$ cat src/rtl/cs_pkg.sv
package cs_pkg;

  typedef enum logic [2:0] {
    OP_OTHER,
    OP_SKIP,
    OP_SKIPDROP,
    OP_SETC,
    OP_REPI,
    OP_REPW
  } op_e;

  typedef struct packed {
    logic neg;
    logic zero;
    logic carry;
    logic ovf;
  } flags_t;

  // Each odd code is the complement of the even code just below it.
  function automatic logic cond_holds(input logic [3:0] code, input flags_t f);
    logic sv;
    logic base;
    sv = f.neg ^ f.ovf;
    case (code[3:1])
      3'd0:    base = 1'b0;
      3'd1:    base = f.zero | ~f.carry;
      3'd2:    base = f.carry;
      3'd3:    base = f.zero;
      3'd4:    base = f.ovf;
      3'd5:    base = f.neg;
      3'd6:    base = sv;
      default: base = f.zero | sv;
    endcase
    return base ^ code[0];
  endfunction

endpackage

$ cat src/rtl/cs_decode.sv
module cs_decode
  import cs_pkg::*;
#(
  parameter int INSTR_W = 16
) (
  input  logic [INSTR_W-1:0] instr,
  output op_e                op
);
  localparam int TOP = INSTR_W - 1;

  logic grp_ctl;
  logic grp_rep;

  assign grp_ctl = (instr[TOP -: 4] == 4'h0);
  assign grp_rep = (instr[TOP -: 8] == 8'h71);

  always_comb begin
    op = OP_OTHER;
    if (grp_ctl) begin
      if (instr[7:0] == 8'h00)       op = OP_SKIP;
      else if (instr[7:0] == 8'h20)  op = OP_SKIPDROP;
      else if (instr[2:0] == 3'b011) op = OP_SETC;
    end else if (grp_rep) begin
      if (instr[7:5] == 3'b000)      op = OP_REPI;
      else if (instr[7:0] == 8'h20)  op = OP_REPW;
    end
  end
endmodule

$ cat src/rtl/cs_cond_eval.sv
module cs_cond_eval
  import cs_pkg::*;
#(
  parameter int DATA_W = 16
) (
  input  logic [3:0]        code,
  input  flags_t            flags,
  input  logic              set_stb,
  output logic              cond,
  output logic [DATA_W-1:0] flag_word
);
  assign cond = cond_holds(code, flags);

  for (genvar i = 0; i < DATA_W; i++) begin : g_fill
    assign flag_word[i] = set_stb & cond;
  end
endmodule

$ cat src/rtl/cs_skip_ctl.sv
module cs_skip_ctl (
  input  logic clk,
  input  logic rst_n,
  input  logic instr_valid,
  input  logic arm,
  output logic kill_pend,
  output logic kill_next
);
  assign kill_next = kill_pend & instr_valid;

  always_ff @(posedge clk) begin
    if (!rst_n)          kill_pend <= 1'b0;
    else if (kill_next)  kill_pend <= 1'b0;
    else if (arm)        kill_pend <= 1'b1;
  end

  AST_KILL_ONCE: assert property (@(posedge clk) disable iff (!rst_n)
    kill_next |=> !kill_next);
  AST_ARM_SETS_PEND: assert property (@(posedge clk) disable iff (!rst_n)
    arm |=> kill_pend);
endmodule

$ cat src/rtl/cs_repeat_ctr.sv
module cs_repeat_ctr #(
  parameter int CNT_W = 5
) (
  input  logic             clk,
  input  logic             rst_n,
  input  logic             load,
  input  logic [CNT_W-1:0] load_val,
  input  logic             step,
  output logic             active,
  output logic [CNT_W-1:0] cnt,
  output logic             hold
);
  localparam logic [CNT_W-1:0] ZERO = '0;

  logic last;
  assign last = (cnt == ZERO);
  assign hold = step & ~last;

  always_ff @(posedge clk) begin
    if (!rst_n) begin
      active <= 1'b0;
      cnt    <= ZERO;
    end else if (load) begin
      active <= 1'b1;
      cnt    <= load_val;
    end else if (step) begin
      if (last) active <= 1'b0;
      else      cnt    <= cnt - 1'b1;
    end
  end

  AST_REP_COUNTDOWN: assert property (@(posedge clk) disable iff (!rst_n)
    (step && !last) |=> (active && cnt == CNT_W'($past(cnt) - 1'b1)));
  AST_REP_FINISH: assert property (@(posedge clk) disable iff (!rst_n)
    (step && last && !load) |=> !active);
  AST_REP_LOAD: assert property (@(posedge clk) disable iff (!rst_n)
    load |=> (active && cnt == $past(load_val)));
endmodule

$ cat src/rtl/cs_sequencer.sv
module cs_sequencer
  import cs_pkg::*;
#(
  parameter int INSTR_W = 16,
  parameter int DATA_W  = 16,
  parameter int CNT_W   = 5
) (
  input  logic              clk,
  input  logic              rst_n,
  input  logic              instr_valid,
  input  logic [INSTR_W-1:0] instr,
  input  logic              w_neg,
  input  logic              w_zero,
  input  logic              carry,
  input  logic              ovf,
  input  logic [CNT_W-1:0]  w_count,
  output logic              kill_next,
  output logic              hold_fetch,
  output logic              cond_true,
  output logic              set_stb,
  output logic [DATA_W-1:0] flag_word,
  output logic              drop_req
);
  op_e              op;
  flags_t           flags;
  logic             kill_pend;
  logic             live;
  logic             ctrl_ok;
  logic             is_skip;
  logic             is_rep;
  logic             skip_arm;
  logic             rep_load;
  logic             rep_step;
  logic             rep_active;
  logic [CNT_W-1:0] rep_cnt;
  logic [CNT_W-1:0] rep_val;

  assign flags = '{neg: w_neg, zero: w_zero, carry: carry, ovf: ovf};

  cs_decode #(.INSTR_W(INSTR_W)) u_dec (
    .instr (instr),
    .op    (op)
  );

  // A killed word is dead; control words are also ignored inside a repeat.
  assign live     = instr_valid & ~kill_pend;
  assign ctrl_ok  = live & ~rep_active;
  assign is_skip  = (op == OP_SKIP) | (op == OP_SKIPDROP);
  assign is_rep   = (op == OP_REPI) | (op == OP_REPW);
  assign skip_arm = ctrl_ok & is_skip & cond_true;
  assign drop_req = ctrl_ok & (op == OP_SKIPDROP);
  assign set_stb  = live & (op == OP_SETC);
  assign rep_load = ctrl_ok & is_rep;
  assign rep_step = live & rep_active;
  assign rep_val  = (op == OP_REPI) ? instr[CNT_W-1:0] : w_count;

  cs_cond_eval #(.DATA_W(DATA_W)) u_cond (
    .code      (instr[11:8]),
    .flags     (flags),
    .set_stb   (set_stb),
    .cond      (cond_true),
    .flag_word (flag_word)
  );

  cs_skip_ctl u_skip (
    .clk         (clk),
    .rst_n       (rst_n),
    .instr_valid (instr_valid),
    .arm         (skip_arm),
    .kill_pend   (kill_pend),
    .kill_next   (kill_next)
  );

  cs_repeat_ctr #(.CNT_W(CNT_W)) u_rep (
    .clk      (clk),
    .rst_n    (rst_n),
    .load     (rep_load),
    .load_val (rep_val),
    .step     (rep_step),
    .active   (rep_active),
    .cnt      (rep_cnt),
    .hold     (hold_fetch)
  );

  AST_NO_KILL_IN_REP: assert property (@(posedge clk) disable iff (!rst_n)
    rep_active |-> !kill_pend);
  AST_FLAG_UNIFORM: assert property (@(posedge clk) disable iff (!rst_n)
    set_stb |-> ($countones(flag_word) == 0 || $countones(flag_word) == DATA_W));
  AST_FLAG_IDLE: assert property (@(posedge clk) disable iff (!rst_n)
    !set_stb |-> (flag_word == '0));
  AST_KILLED_INERT: assert property (@(posedge clk) disable iff (!rst_n)
    kill_next |-> (!drop_req && !set_stb && !hold_fetch));
  AST_HOLD_VALID: assert property (@(posedge clk) disable iff (!rst_n)
    hold_fetch |-> (instr_valid && rep_active));
  AST_RESET_CLEAN: assert property (@(posedge clk)
    !rst_n |=> (!kill_pend && !rep_active));
endmodule

$ cat config.mk
export PLATFORM = sky130hd
export DESIGN_NAME = cs_sequencer
export DESIGN_NICKNAME = d
export VERILOG_FILES = /design/src/rtl/cs_pkg.sv /design/src/rtl/cs_decode.sv /design/src/rtl/cs_cond_eval.sv /design/src/rtl/cs_skip_ctl.sv /design/src/rtl/cs_repeat_ctr.sv /design/src/rtl/cs_sequencer.sv
export SDC_FILE = /design/constraint.sdc
export NUM_CORES = 1
export LEC_CHECK = 0
export BUFFER_PORTS_ARGS = -buffer_cell sky130_fd_sc_hd__buf_4
export CORE_MARGIN = 2
export CORE_UTILIZATION = 47
export CTS_BUF_LIST = sky130_fd_sc_hd__clkbuf_8
export DETAILED_ROUTE_END_ITERATION = 10
export MAX_ROUTING_LAYER = met4
export PLACE_DENSITY = 0.88
export SYNTH_ARGS = -nofsm -noshare
export SYNTH_HDL_FRONTEND = slang
export SYNTH_SLANG_ARGS = --single-unit
$ cat constraint.sdc
create_clock -name clk -period 3.95 [get_ports clk]
set_clock_uncertainty 0.05 [all_clocks]
set_input_delay 0.5925 -clock clk [delete_from_list [all_inputs] [get_ports clk]]
set_output_delay 0.5925 -clock clk [all_outputs]
set_load 0.03 [all_outputs]
# Word level (Yosys, flattened, before mapping)
# Cells that the tools add are included.
# word_totals
register_bits,7
in_bits,28
elab_cells,66
# op_classes
n_bitwise,22
mux,15
eq_ne,15
n_reduce_logical,10
addsub,1
# ops
op,count
two-way mux 5 bit,4
two-way mux 3 bit,6
"equality test 3 x 2 -> 1 bit, second input constant",5
"equality test 3 bit, second input constant",5
bitwise AND 1 bit,11
"equality test 8 x 6 -> 1 bit, second input constant",1
"equality test 8 x 7 -> 1 bit, second input constant",1
zero test 8 bit,1
one-hot mux 1 bit (7 select lines),1
"equality test 3 x 1 -> 1 bit, second input constant",2
zero test 3 bit,2
zero test 5 bit,1
inverter 1 bit,5
"subtractor 5 x 1 -> 5 bit, second input constant",1
zero test 4 bit,1
bitwise OR 1 bit,4
AND reduction 2 bit,2
nonzero test 2 bit,2
two-way mux 1 bit,3
two-way mux 2 bit,1
"inequality test 2 bit, second input constant",1
OR reduction 2 bit,1
bitwise XOR 1 bit,2

# Depth between registers and ports, before layout
# Gate-level depths: netlist of run 1.
# logic_depth
ltp_word,10
depth_mapped,7
depth_no_buf,7

# Hierarchy
# A second synthesis of run 1 with hierarchy kept.
# unflattened
hier_cells,106
hier_area_um2,839.6
# by_module_without_submodules
mod,cells_per_inst,seq_area_each_um2,area_each_um2,n_inst
cs_repeat_ctr,40,120.1,339.1,1
cs_cond_eval,31,0.0,227.7,1
cs_sequencer,17,0.0,140.1,1
cs_decode,14,0.0,92.6,1
cs_skip_ctl,4,20.0,40.0,1

# Worst setup path before layout of run 1
# No wires, ideal clock.
# synth_path
path_type,input port to output port
from,input port instr[13]
to,output port flag_word[10]
arrival_time_ps,2919
required_ps,3307
setup_slack_ps,388
stages,5
cell_sequence,or4_4 -> or3_4 -> nor2_1 -> and2_1 -> buf_4
# synth_via
elab_chain_cells,6
word_cells_on_any_way,7
# synth_lines
element,line_no,rtl
"start, declared",cs_sequencer.sv:11,"input logic [INSTR_W-1:0] instr,"
equality test 8 x 7 -> 1 bit,cs_decode.sv:15,assign grp_rep = (instr[TOP -: 8] == 8'h71);
two-way mux 3 bit,cs_decode.sv:23,end else if (grp_rep) begin
two-way mux 3 bit *,cs_decode.sv:19,if (grp_ctl) begin
equality test 3 x 2 -> 1 bit *,cs_sequencer.sv:52,assign set_stb = live & (op == OP_SETC);
bitwise AND 1 bit *,cs_sequencer.sv:52,
net set_stb,cs_sequencer.sv:20,"output logic set_stb,"
bitwise AND 1 bit *,--,
"end, declared",cs_sequencer.sv:21,"output logic [DATA_W-1:0] flag_word,"
# Mark *: on every way through the listed nets, which the timed path passes. The rest lies on a longest branch.

# Worst setup path after layout of run 1
# layout_path
from,input port instr[13]
to,output port flag_word[2]
# layout_via
elab_chain_cells,6
word_cells_on_any_way,7
# layout_lines
element,line_no,rtl
equality test 8 x 7 -> 1 bit,cs_decode.sv:15,
two-way mux 3 bit,cs_decode.sv:23,
two-way mux 3 bit *,cs_decode.sv:19,
equality test 3 x 2 -> 1 bit *,cs_sequencer.sv:52,
bitwise AND 1 bit *,cs_sequencer.sv:52,
bitwise AND 1 bit *,cs_cond_eval.sv:15,assign flag_word[i] = set_stb & cond;
# Every way passes the cells marked *; elsewhere a longest branch is shown, timed or not.

==> results of run 1 <==
-- placed cells by master (no fill, tap or decap), types with 2 or more instances in the layout --
master     n
buf_4     48
inv_1      8
dfxtp_1    7
nand2_1    6
a21oi_1    6
nor2b_1    5
nor2_1     4
mux2i_1    4
and2_1     3
or3_1      3
nand3_1    3
clkbuf_8   3
nand2b_1   2
or4_4      2
and3_1     2
and4b_1    2
nand4_1    2
o21ai_0    2
-- registers in the layout (all words and copies together), names as in the netlist --
| signal | count |
|---|---|
| u_rep.active | 1 |
| u_rep.cnt | 5 |
| u_skip.kill_pend | 1 |
-- stage by stage --
step	cells	area [um2]	setup WS (ns)
final	150	1090	0.787
after floorplan	98	778	0.388
after global placement	146	1040	0.864
after CTS	150	1090	0.744
after global routing	150	1090	0.648
after detailed placement	146	1040	0.752
-- per-layer routing --
| metal | vias up | routed length (um) | track usage, % | part of all wire (%) |
|---|---|---|---|---|
| li1 | 411 | - | - | - |
| met1 | 374 | 772 | 23.3 | 37 |
| met2 | 33 | 1130 | 44.1 | 55 |
| met3 | 0 | 171 | 6.80 | 8.2 |
| met4 | 0 | 0 | 3.64 | 0 |
| met5 | - | 0 | - | 0 |
-- area by class of cell --
cell class / instances / area (um2) / area share (%)
clock inverter: 1 / 5.00 / 0.460
sequential: 7 / 140 / 12.9
timing repair buffer: 48 / 360 / 33.1
inverter: 8 / 30.0 / 2.76
tap: 16 / 20.0 / 1.84
multi-input combinational: 67 / 492 / 45.2
clock buffer: 3 / 41.3 / 3.79
-- logic make-up after synthesis --
kind of cell	after synthesis	share of synthesized area (%)
compound gates	20	22.0
mux	4	5.14
buf+inv	24	18.8
fa+ha+maj	1	1.61
simple gates	40	32.2
flops	7	18.0
xor+xnor	2	2.25
-- where the power goes --
part           switching, uW  leakage (uW)  internal [uW]
combinational           24.7      0.000447           28.8
clock                   29.8     0.0000255           68.1
sequential            0.0205     0.0000563           71.0
-- tightest hold or removal path: cells and delay by family, from the launching register on --
family / cells / cell delay [ns]
flip-flops: 1 / 0.31
AND/OR/NAND/NOR: 1 / 0.07
AO/OA/AOI/OAI: 1 / 0.07
-- worst paths after layout --
path	from	endpoint	slack (ns)
setup reg to reg	u_rep.cnt[0]$_SDFFE_PN0P_	u_rep.cnt[3]$_SDFFE_PN0P_	1.91
hold / removal	u_rep.cnt[4]$_SDFFE_PN0P_	u_rep.cnt[4]$_SDFFE_PN0P_	0.44
hold reg to reg	u_rep.cnt[4]$_SDFFE_PN0P_	u_rep.cnt[4]$_SDFFE_PN0P_	0.44
setup / recovery	instr[13]	flag_word[2]	0.79
==> summary.md, run 1 <==
| Metric | Value |
|---|---|
| Run status | complete, no violations |
| Post-synthesis register bit count | 7 |
| Hold_buf cts | 0 |
| Clk Latency, worst-skew pair | 0.23 ns |
| RSZ-0062 raised after global routing | false |
| Initial DRT Pass Iterations | 4 |
| Power Dens Cells | roughly 200 mW/mm2 |
| Total CTS buffers | 3 |
| Power Total | 223 uW |
| Avg Cell Area, Syn | 7.94 um2 |
| Seq/Total Area, Yosys | 18.0% |
| Cell mode on critical path | buf_4 |
| Cells resized by post-CTS repair | 0 |
| Worst Path Arrival | 2.52 ns |
| Layout cell share with drive strength beyond 1 | around 44% |
| Antenna violations before repair | 0 |
| CTS sink cnt | 7 |
| Core Area | 0.00152 mm2 |
| Top-count cell post-synth | buf_4 |
| H-tree depth | 1 |
| Routed len/inst | 13.8 um |
| PortBufs | 48 |
| Vias in the first global route | 770 |
| CP peak stage delay | 0.58 ns |
| Max cap viols | 0 |
| Setup repair bufs after CTS | 0 |
| Synth unique cells | 39 |
| Utilization after layout | a little under three quarters |
| CP Cell Sequence | buf_4 > or4_4 > or3_4 > nor2_1 > and2_1 > buf_4 |
| Hold Path Stages | 2 |
| Commonest cells post-synth | buf_4 (15), inv_1 (8), dfxtp_1 (7), a21oi_1 (6), nand2_1 (6) |
| Iter 0 DRT Violations | 8 |
| Ports | 49 |
| Max clock buf depth | 2 |
| DP HPWL | ~1800 um |
| Vias post-DR | 818 |
| Crit path kind | in2out |
| Minimum clock period | 3.16 ns |
| Global-route wire length before repair | between 3000 and 4000 um |
| Setup crit start kind | input pin |
| Yosys synthesis warning count | 0 |
| # nets final | 164 |
| Row count | 14 |
| GPL Wtd Cong | 0.768 |
| Post-route DRC | 0 |
| TritonCTS clock tree | built |
| Clock-pin slew on the worst setup and hold paths | ~0.040 ns |
| Endpoints failing hold | 0 |
| Leak | about 0.00053 uW |
| Synth area leaders | dfxtp_1 (18%), buf_4 (14%), mux2i_1 (5.1%) |
| Instance count on the critical path | 6 |
| Number of vias per cell | 5.45 |
| Hold WS | 0.442 ns |
| Total wire length | between 2000 and 2500 um |
| Fin. max-slew vios | 0 |
| Setup-failing EPs final | 0 |
| Async SR Flop Fraction | 0% |
| Max VDD drop | about 0.3 mV |
| Crit-path slowest cell | or4_4 |
| Critical Path RT | 3.31 ns |
| Die Y-Extent | 44.7 um |
| GRT Residual Overflow | 0 |
| Synth top area share | 18.0% |
| Die area | between 0.0015 and 0.002 mm2 |
| DRT antenna net count | 0 |
| Initial core utilization | 51.1% |
| Maximum clock rate | 316 MHz |
| Root Buffer | clkbuf_8 |
| Worst Hold Class | reg2reg |
| R2R depth | 7 |
| Largest net degree at the start of global routing | 17 |
| CP Capture Type | primary output |
| Syn nets | 127 |
| Setup TNS | 0 ns |
| Relative slew slack | 68.4% |
| Area Overhead vs Synth | 39.9% |
| DIE WIDTH | 44.7 um |
| Synth area leader | dfxtp_1 |
| Ant diodes | 0 |
| Worst-margin pin slew | 0.475 ns |
| Ys flop type | dfxtp_1 |
| Final cycle utilization of the critical path | 80.1% |
| CP Max Fanout | 16 |
| Fillers | ~140 |
| CP top delay family | simple AND/OR/NAND/NOR gates |
| Cells after synthesis | 98 |
| Synthesized area | 778 um2 |
| EDFF count, synth | 0 |
| Worst path bufs/invs | 2 |
| Tot GR Track Use | a little under a quarter |
Note: power is estimated with default switching activity, not from simulation.
==> inputs of run 2 (changes only) <==
Settings changed: ABC_AREA set to 1, PLACE_DENSITY 0.88 to 0.83.
Clock period 3.95 ns to 3.3 ns, I/O delays scaled along.
==> summary.md, run 2 <==
| Metric | Value |
|---|---|
| Top-count cell post-synth | nand2_1 |
| Setup-failing EPs final | 0 (unchanged) |
| GPL Wtd Cong | 0.801 (+4.3%) |
| Iter 0 DRT Violations | 16 (+8) |
| Reg2Reg Launch Point | u_rep.cnt[0]$_SDFFE_PN0P_ |
| H-tree depth | 1 (unchanged) |
| Tot GR Track Use | 20.5% (-2.6 points) |
| Max clock buf depth | 2 (unchanged) |
| Ports | 49 (unchanged) |
| Crit path kind | in2out |
| Hold Path Stages | 2 (unchanged) |
| Commonest non-fill, non-tap cell in the layout | buf_4 |
| Flip-flop count of the largest register after layout | 5 (unchanged) |
| TritonCTS clock tree | built |
| Vias post-DR | 1101 (+35%) |
| Async SR Flop Fraction | 0% (unchanged) |
| Endpoints failing hold | 0 (unchanged) |
| Run status | complete, no violations |
| # nets final | 236 (+44%) |
| GRT Residual Overflow | 0 (unchanged) |
| Combinational Power Share | 25.2% (+1.2 points) |
| Maximum clock rate | 466 MHz |
| Ys flop type | dfxtp_1 |
| RSZ-0062 raised after global routing | false |
| Largest net degree at the start of global routing | 17 (unchanged) |
| Total wire length | 2210 um (+6.5%) |
| Total CTS buffers | 3 (unchanged) |
| DIE WIDTH | 49.1 um (+9.8%) |
| Biggest regs | u_rep.cnt x5, u_rep.active x1, u_skip.kill_pend x1 |
| Cells resized by post-CTS repair | 0 (unchanged) |
| Power Total | 274 uW (+23%) |
| Minimum clock period | 2.15 ns |
| Avg Cell Area, Syn | 5.65 um2 (-29%) |
| Commonest cells post-synth | nand2_1 (40), inv_1 (28), buf_4 (15), nor2_1 (15), nand3_1 (14) |
| R2R depth | 10 (+3) |
| Fillers | 184 (+35%) |
| Worst Path Arrival | 1.60 ns (-0.92 ns) |
| Initial DRT Pass Iterations | 4 (unchanged) |
| DRT antenna net count | 0 (unchanged) |
| Relative slew slack | 79.8% (+11 points) |
| Clock-pin slew on the worst setup and hold paths | 0.04 ns (about the same) |
| Synth top area share | 15.7% (-2.3 points) |
| Yosys synthesis warning count | 0 (unchanged) |
| Global-route wire length before repair | 3860 um (+19%) |
| Setup crit start kind | input pin |
| Max cap viols | 0 (unchanged) |
| DP HPWL | 1860 um (+6.3%) |
| Worst-margin pin slew | 0.303 ns (-0.172 ns) |
| Synth unique cells | 25 (-36%) |
| Post-synthesis register bit count | 7 (unchanged) |
| Biggest register | u_rep.cnt |
| PortBufs | 48 (unchanged) |
| CP Max Fanout | 16 (unchanged) |
| Fin. max-slew vios | 0 (unchanged) |
| Sw Ratio | 27.4% (+2.9 points) |
| Clk Latency, worst-skew pair | 0.23 ns (about the same) |
| Number of vias per cell | 4.73 (-13%) |
| Leak | 0.000765 uW (+45%) |
| Sequential fraction of design power | 31.0% (-0.9 points) |
| Ant diodes | 0 (unchanged) |
| Initial core utilization | 49.2% (-1.9 points) |
| Antenna violations before repair | 0 (unchanged) |
| Max VDD drop | 0.287 mV (-2.5%) |
| Synthesized area | 955 um2 (+23%) |
| CP Launch Point | instr[9] |
| Synth area leader | nand2_1 |
| Setup repair bufs after CTS | 0 (unchanged) |
| Die Y-Extent | 49.1 um (+9.8%) |
| Area Overhead vs Synth | 33.8% |
| Clock share of power | 43.8% (-0.2 points) |
| Row count | 16 (+2) |
| CTS sink cnt | 7 (unchanged) |
| NetSw | 75.2 uW (+38%) |
| Root Buffer | clkbuf_8 |
| Power Dens Cells | 215 mW/mm2 (+5.0%) |
| Syn nets | 198 (+56%) |
| Die area | 0.00241 mm2 (+21%) |
| Layout cell share with drive strength beyond 1 | 35.4% (-8.6 points) |
| Seq/Total Area, Yosys | 14.7% (-3.3 points) |
| CP Capture Type | primary output |
| Hold path start | u_skip.kill_pend$_SDFFE_PP0P_ |
| Post-route DRC | 0 (unchanged) |
| Synth area leaders | nand2_1 (16%), dfxtp_1 (15%), buf_4 (12%) |
| Pint | 199 uW (+19%) |
| Final cycle utilization of the critical path | ~65% |
| Routed len/inst | 9.48 um (-31%) |
| Worst Hold Class | reg2reg |
| Most frequent cells in the layout | buf_4 (49), nand2_1 (40), inv_1 (29), nor2_1 (15), nand3_1 (14) |
| Cells after synthesis | 169 (+72%) |
| EDFF count, synth | 0 (unchanged) |
| Critical Path RT | 2.75 ns (-0.56 ns) |
| Hold_buf cts | 0 (unchanged) |
| Setup TNS | 0 ns (unchanged) |
| Core Area | 0.00194 mm2 (+27%) |
| Vias in the first global route | 971 (+26%) |
[run 2: cell count changes after synthesis, moves of 4 or more]
cell	previous run	this run
inv_1	8	28
inv_2	0	5
mux2i_1	4	0
nand2_1	6	40
nand2_2	0	5
nand3_1	3	14
nor2_1	4	15
nor2_2	0	7
nor2b_1	5	0
o21ai_0	2	6
[run 2: through the flow]
step | hold slack, ns | setup slack [ns] | instance area, um2 | cells | util (%)
4_1_cts | 0.412 | 1.15 | 1280 | 233 | 65.8
5_1_grt | 0.450 | 1.01 | 1280 | 233 | 65.8
6_report | 0.412 | 1.15 | 1280 | 233 | 65.8
2_1_floorplan | 0.388 | 0.483 | 955 | 169 | -
3_5_place_dp | 0.407 | 1.15 | 1230 | 229 | 63.5
3_3_place_gp | 0.395 | 1.22 | 1230 | 229 | 63.5
[run 2: layout make-up]
class	instances	area (um2)	share of cell area [%]
Clock buffer	3	41.3	3.23
Clock inverter	1	3.75	0.294
Inverter	34	128	9.99
Multi-Input combinational cell	112	563	44.1
Sequential cell	7	140	11.0
Tap cell	27	33.8	2.64
Timing Repair Buffer	49	368	28.8
[run 2: final timing paths]
path	end	slack [ns]
min	u_skip.kill_pend$_SDFFE_PP0P_	0.41
min reg2reg	u_skip.kill_pend$_SDFFE_PP0P_	0.41
max reg2reg	u_rep.cnt[1]$_SDFFE_PN0P_	1.67
max	flag_word[14]	1.15
[run 2: logic make-up (layout without fill, tap and decap cells)]
family	Yosys count	in the layout	synth area share, %
XOR/XNOR	2	2	1.84
AND/OR/NAND/NOR	95	95	47.3
adder cells (fa/ha/maj)	1	1	1.31
flip-flops	7	7	14.7
buffers and inverters	50	87	26.3
AO/OA/AOI/OAI	14	14	8.52
[run 2: worst max-delay path, cell delays in order]
cell,delay [ns]
buf_4,0.09
clkinv_1,0.08
nor2_1,0.13
nor2_1,0.06
nand2_1,0.08
nand4_1,0.11
a21oi_1,0.16
buf_4,0.20
buf_4,0.18
[run 2: power by group through the flow]
stage | combinational (uW) | sequential [uW] | clock, uW
floorplan | 30.5 | 86.4 | 0
global placement | 66.1 | 86.4 | 0
detailed placement | 69.4 | 86.4 | 0
CTS | 69.6 | 85.0 | 123
global route | 78.2 | 84.9 | 127
finish | 69.2 | 85.0 | 120
[run 2: layer usage]
| layer | vias to the layer above | track usage, % | routed length (um) |
|---|---|---|---|
| met2 | 38 | 37.4 | 1130 |
| li1 | 574 | - | - |
| met5 | - | - | 0 |
| met4 | 0 | 5.71 | 8 |
| met3 | 2 | 3.99 | 128 |
| met1 | 487 | 22.5 | 941 |
